[src/rtl/wdt_pkg.sv]
package wdt_pkg;

    typedef enum logic [1:0] {
        SEL_SHORT  = 2'b00,
        SEL_MEDIUM = 2'b01,
        SEL_LONG   = 2'b10,
        SEL_SPARE  = 2'b11
    } period_sel_e;

    typedef struct packed {
        logic hold;     // timer forced clear
        logic restart;  // strobe event seen this cycle
        logic tick;     // timebase enable
    } wdt_ctl_t;

    function automatic int unsigned pick_period(
        input period_sel_e  sel,
        input int unsigned  short_ticks,
        input int unsigned  medium_ticks,
        input int unsigned  long_ticks
    );
        int unsigned result;
        case (sel)
            SEL_SHORT:  result = short_ticks;
            SEL_MEDIUM: result = medium_ticks;
            default:    result = long_ticks;
        endcase
        return result;
    endfunction

endpackage

[src/rtl/wdt_strobe_sync.sv]
module wdt_strobe_sync #(
    parameter int SYNC_STAGES = 2
) (
    input  logic clk,
    input  logic rst,
    input  logic strobe_async,
    output logic fall_evt
);
    logic [SYNC_STAGES-1:0] chain_q;
    logic                   last_q;

    genvar g;
    generate
        for (g = 0; g < SYNC_STAGES; g++) begin : g_stage
            if (g == 0) begin : g_first
                always_ff @(posedge clk) begin
                    if (rst) chain_q[0] <= 1'b0;
                    else     chain_q[0] <= strobe_async;
                end
            end else begin : g_next
                always_ff @(posedge clk) begin
                    if (rst) chain_q[g] <= 1'b0;
                    else     chain_q[g] <= chain_q[g-1];
                end
            end
        end
    endgenerate

    always_ff @(posedge clk) begin
        if (rst) last_q <= 1'b0;
        else     last_q <= chain_q[SYNC_STAGES-1];
    end

    assign fall_evt = last_q & ~chain_q[SYNC_STAGES-1];
endmodule

[src/rtl/wdt_period_decode.sv]
module wdt_period_decode
    import wdt_pkg::*;
#(
    parameter int unsigned SHORT_TICKS  = 150,
    parameter int unsigned MEDIUM_TICKS = 600,
    parameter int unsigned LONG_TICKS   = 1200,
    parameter int          CNT_W        = 11
) (
    input  logic [1:0]       sel_code,
    output logic [CNT_W-1:0] last_count
);
    int unsigned ticks;

    always_comb begin
        ticks      = pick_period(period_sel_e'(sel_code),
                                 SHORT_TICKS, MEDIUM_TICKS, LONG_TICKS);
        last_count = CNT_W'(ticks - 1);
    end
endmodule

[src/rtl/wdt_counter.sv]
module wdt_counter
    import wdt_pkg::*;
#(
    parameter int CNT_W = 11
) (
    input  logic             clk,
    input  logic             rst,
    input  wdt_ctl_t         ctl,
    input  logic [CNT_W-1:0] last_count,
    output logic [CNT_W-1:0] elapsed,
    output logic             expire
);
    logic [CNT_W-1:0] elapsed_q;
    logic             expire_q;
    logic             at_end;

    assign at_end = (elapsed_q >= last_count);

    always_ff @(posedge clk) begin
        if (rst || ctl.hold) begin
            elapsed_q <= '0;
            expire_q  <= 1'b0;
        end else begin
            expire_q <= 1'b0;
            if (ctl.restart) begin
                elapsed_q <= '0;
            end else if (ctl.tick) begin
                if (at_end) begin
                    elapsed_q <= '0;
                    expire_q  <= 1'b1;
                end else begin
                    elapsed_q <= elapsed_q + 1'b1;
                end
            end
        end
    end

    assign elapsed = elapsed_q;
    assign expire  = expire_q;
endmodule

[src/rtl/strobe_watchdog.sv]
module strobe_watchdog
    import wdt_pkg::*;
#(
    parameter int unsigned SHORT_TICKS  = 150,
    parameter int unsigned MEDIUM_TICKS = 600,
    parameter int unsigned LONG_TICKS   = 1200,
    parameter int          SYNC_STAGES  = 2
) (
    input  logic       clk,
    input  logic       rst,
    input  logic       tick_en,
    input  logic       rst_active,
    input  logic       strobe_in,
    input  logic [1:0] period_sel,
    output logic       timeout
);
    localparam int unsigned MAX_TICKS =
        (LONG_TICKS > MEDIUM_TICKS)
            ? ((LONG_TICKS > SHORT_TICKS) ? LONG_TICKS : SHORT_TICKS)
            : ((MEDIUM_TICKS > SHORT_TICKS) ? MEDIUM_TICKS : SHORT_TICKS);
    localparam int CNT_W = $clog2(MAX_TICKS + 1);

    logic             strobe_evt;
    logic [CNT_W-1:0] last_count;
    logic [CNT_W-1:0] elapsed;
    wdt_ctl_t         ctl;

    wdt_strobe_sync #(.SYNC_STAGES(SYNC_STAGES)) u_sync (
        .clk          (clk),
        .rst          (rst),
        .strobe_async (strobe_in),
        .fall_evt     (strobe_evt)
    );

    wdt_period_decode #(
        .SHORT_TICKS  (SHORT_TICKS),
        .MEDIUM_TICKS (MEDIUM_TICKS),
        .LONG_TICKS   (LONG_TICKS),
        .CNT_W        (CNT_W)
    ) u_decode (
        .sel_code   (period_sel),
        .last_count (last_count)
    );

    always_comb begin
        ctl.hold    = rst_active;
        ctl.restart = strobe_evt;
        ctl.tick    = tick_en;
    end

    wdt_counter #(.CNT_W(CNT_W)) u_count (
        .clk        (clk),
        .rst        (rst),
        .ctl        (ctl),
        .last_count (last_count),
        .elapsed    (elapsed),
        .expire     (timeout)
    );
endmodule

[config.mk]
export PLATFORM = sky130hd
export DESIGN_NAME = strobe_watchdog
export DESIGN_NICKNAME = d
export VERILOG_FILES = /design/src/rtl/wdt_pkg.sv /design/src/rtl/wdt_strobe_sync.sv /design/src/rtl/wdt_period_decode.sv /design/src/rtl/wdt_counter.sv /design/src/rtl/strobe_watchdog.sv
export SDC_FILE = /design/constraint.sdc
export NUM_CORES = 1
export LEC_CHECK = 0
export CAP_MARGIN = 30
export CORE_MARGIN = 2
export CORE_UTILIZATION = 57
export DETAILED_ROUTE_END_ITERATION = 16
export MAX_ROUTING_LAYER = met4
export PLACE_DENSITY = 0.79
export SYNTH_ARGS = -nofsm -noshare
export SYNTH_HDL_FRONTEND = slang
export SYNTH_SLANG_ARGS = --single-unit
[constraint.sdc]
create_clock -name clk -period 2.91 [get_ports clk]
set_clock_uncertainty 0.15 [all_clocks]
set_input_delay 0.582 -clock clk [delete_from_list [all_inputs] [get_ports clk]]
set_output_delay 0.582 -clock clk [all_outputs]
set_load 0.01 [all_outputs]
==> metrics.csv <==
stage,metric,value,unit
outcome,status,finished clean,
flow_run,total of max-cap violations,0,
timing,min Tclk post-route,2.54,ns
timing,final setup violation count,0,
timing,achievable frequency,0.394,GHz
synth,Synth Area in XOR/XNOR,8.16,%
synth,synthesized area per cell,9.03,um^2
setup_path,Top delay family on crit path,simple AND/OR/NAND/NOR gates,
setup_path,Worst path max stage delay,0.51,ns
setup_path,Worst path slowest cell,clkdlybuf4s50_1,
global_route,pin count of the biggest net entering global routing,11,
setup_path,Setup Crit Path Kind,primary input to register,
finish,synthesis-to-finish area growth,13.4,%
place,IO Port Bufs,7,
min_path,Hold Path Class,register to register,
global_route,initial antenna violation count,0,
clock_tree,Clock Tree Buf Depth,2,
global_route,grt met2 use,38.2,%
floorplan,core area,0.00145,mm^2
global_route,GRT Util Overall,22.7,%
synth,"count leader, synth",dfxtp_1,
global_route,vias in the first global route,719,
global_route,M3 GR Usage,3.83,%
place,Placed Cells,117,
setup_path,Worst Setup SP,period_sel[1],
synth,Synth Area in Simple Gates,30.9,%
clock_tree,cts repair resizes,0,
synth,Yosys reg bits,15,
timing,endpoints failing hold,0,
synth,top post-synthesis cells by count,"dfxtp_1, nor3_1, ha_1",
synth,cell taking the most area after synthesis,dfxtp_1,
clock_tree,H-Tree Level Count,1,
synth,register area share after synthesis,35.0,%
finish,number of fill cells,133,
setup_path,Crit. End Element,register,
global_route,grt ovf,0,
finish,fin area,973,um^2
setup_path,most numerous cell on the critical path,inv_1,
timing,max-slew violations,0,
timing,final period utilization,87.2,%
place,HPWL Detailed,1280,um
timing,setup TNS,0,ns
synth,Synth Net Count,111,
clock_tree,clock insertion delay at the later pin of the skew report,0.28,ns
routing,first-iteration detailed-routing DRC count,17,
global_route,most used routing layer,met2,
clock_tree,Clock transition at path regs,0.08,ns
synth,ys flop type,dfxtp_1,
setup_path,crit path DAT,2.53,ns
power,PwrDens,369,mW/mm^2
synth,number of synthesized flops with an enable pin,0,
synth,mux contribution to synthesized area,0,%
floorplan,Rows,14,
timing,actual slew at the worst max-slew pin,0.653,ns
routing,DR vias,712,
routing,drt total wl,1640,um
routing,drc violations,0,
floorplan,die width,42.8,um
clock_tree,Clk Tree Root Cell,clkbuf_4,
setup_path,CP max FO,9,
routing,final antenna-violating net count,0,
clock_tree,CTS Hold Bufs,0,
place,GP Congestion,0.785,
floorplan,Die ar.,0.00183,mm^2
synth,post-synthesis cell area,858,um^2
clock_tree,Setup Buffers After CTS,0,
power,VDD IR-drop max,0.000269,V
synth,"top cells by area, synth","dfxtp_1, ha_1, nor3_1, xnor2_1, xor2_1",
timing,RSZ-0062 raised after global routing,no,
power,leak pwr,0.370,nW
synth,Synth Area in Adders,13.1,%
setup_path,Reg2Reg Setup Slack,1.02,ns
synth,asr flop ratio synth,0,%
synth,Netlist cell types,28,
setup_path,CP Data Required Time,2.91,ns
setup_path,WP buf/inv,3,
floorplan,top-level port count,8,
setup_path,Startpoint Class,primary input,
floorplan,die height,42.8,um
synth,Syn. warnings,0,
global_route,met1 Use GR,26.6,%
clock_tree,Inserted Clock Buffers,3,
global_route,global-route wire length before repair,3030,um
finish,multi-input logic area,534,um^2
finish,Final nets,122,
min_path,hold path start,u_sync.chain_q[0],
routing,drt wl/cell,13.6,um
routing,drt first pass iters,4,
synth,Post-Synthesis Cells,95,
place,DP Area,947,um^2
setup_path,r2r startpoint,u_count.elapsed[5],
timing,Slew HR,56.0,%
synth,area fraction of the dominant cell type after synthesis,35.0,%
synth,main combinational cell family by area after synthesis,simple AND/OR/NAND/NOR gates,
finish,share of cells above drive strength 1,9.52,%
synth,area fraction in compound gates after synthesis,10.1,%
floorplan,initial core utilization,59.0,%
power,Final Power,0.360,mW
finish,Inserted Diodes,0,
clock_tree,clock sink count,15,
finish,Final Non-Filler Cells,121,
clock_tree,CTS tree,done,
routing,Avg Vias per Cell,5.88,
finish,Reg area,300,um^2
timing,worst hold slack,0.309,ns
setup_path,CP cell instances,"clkdlybuf4s50_1, inv_1, nand2_1, inv_1, ha_1, nand4b_4, nor4_2, nor3_2, a21boi_4, nor3_1",
[area by class of cell]
type	count	area share [%]
tap	16	2.06
clock buffer	4	2.70
sequential	15	30.8
multi-input combinational	74	54.9
inverter	4	1.54
timing repair buffer	8	7.97
[metrics by stage]
step	util, %	setup slack, ns
final	67.0	0.373
after global routing	67.0	0.201
after CTS	67.0	0.349
after detailed placement	65.1	0.0441
after global placement	64.6	0.139
after floorplan	-	0.760
[worst paths after layout]
check / cells after the start / end
min: 1 / u_sync.chain_q[1]
max reg2reg: 6 / u_count.elapsed[7]
max: 10 / u_count.elapsed[7]
min reg2reg: 1 / u_sync.chain_q[1]
[cells by family after synthesis]
family,after synthesis
XOR/XNOR,8
AO/OA/AOI/OAI,12
flip-flops,15
buffers and inverters,6
AND/OR/NAND/NOR,45
adder cells (fa/ha/maj),9
[state kept, by name, summed over array words and instances, names as in the netlist]
register / cells
u_sync.chain_q: 2
u_sync.last_q: 1
u_count.elapsed: 11
u_count.expire: 1
[cells in the final DEF, fill, tap and decap left out, types with 4 or more instances in the layout]
cell and instances:
clkdlybuf4s50_1 7, nand2_1 6, xnor2_1 4, xor2_1 4, inv_1 4, dfxtp_1 15
nor2b_1 4, a21oi_1 5, ha_1 9, nor3_1 11, nor2_1 7, nand4_1 5
[routing by layer]
layer	up-vias	wire length [um]
met4	0	29
met3	5	33
met5	-	0
met2	12	822
li1	355	-
met1	340	755
[power breakdown]
part           switching [mW]  leakage [nW]  total [mW]  internal, mW
logic                  0.0157         0.233      0.0324        0.0167
clock network          0.0646        0.0150       0.118        0.0532
registers             0.00180         0.121       0.209         0.208
(Power assumes the default switching activity.)
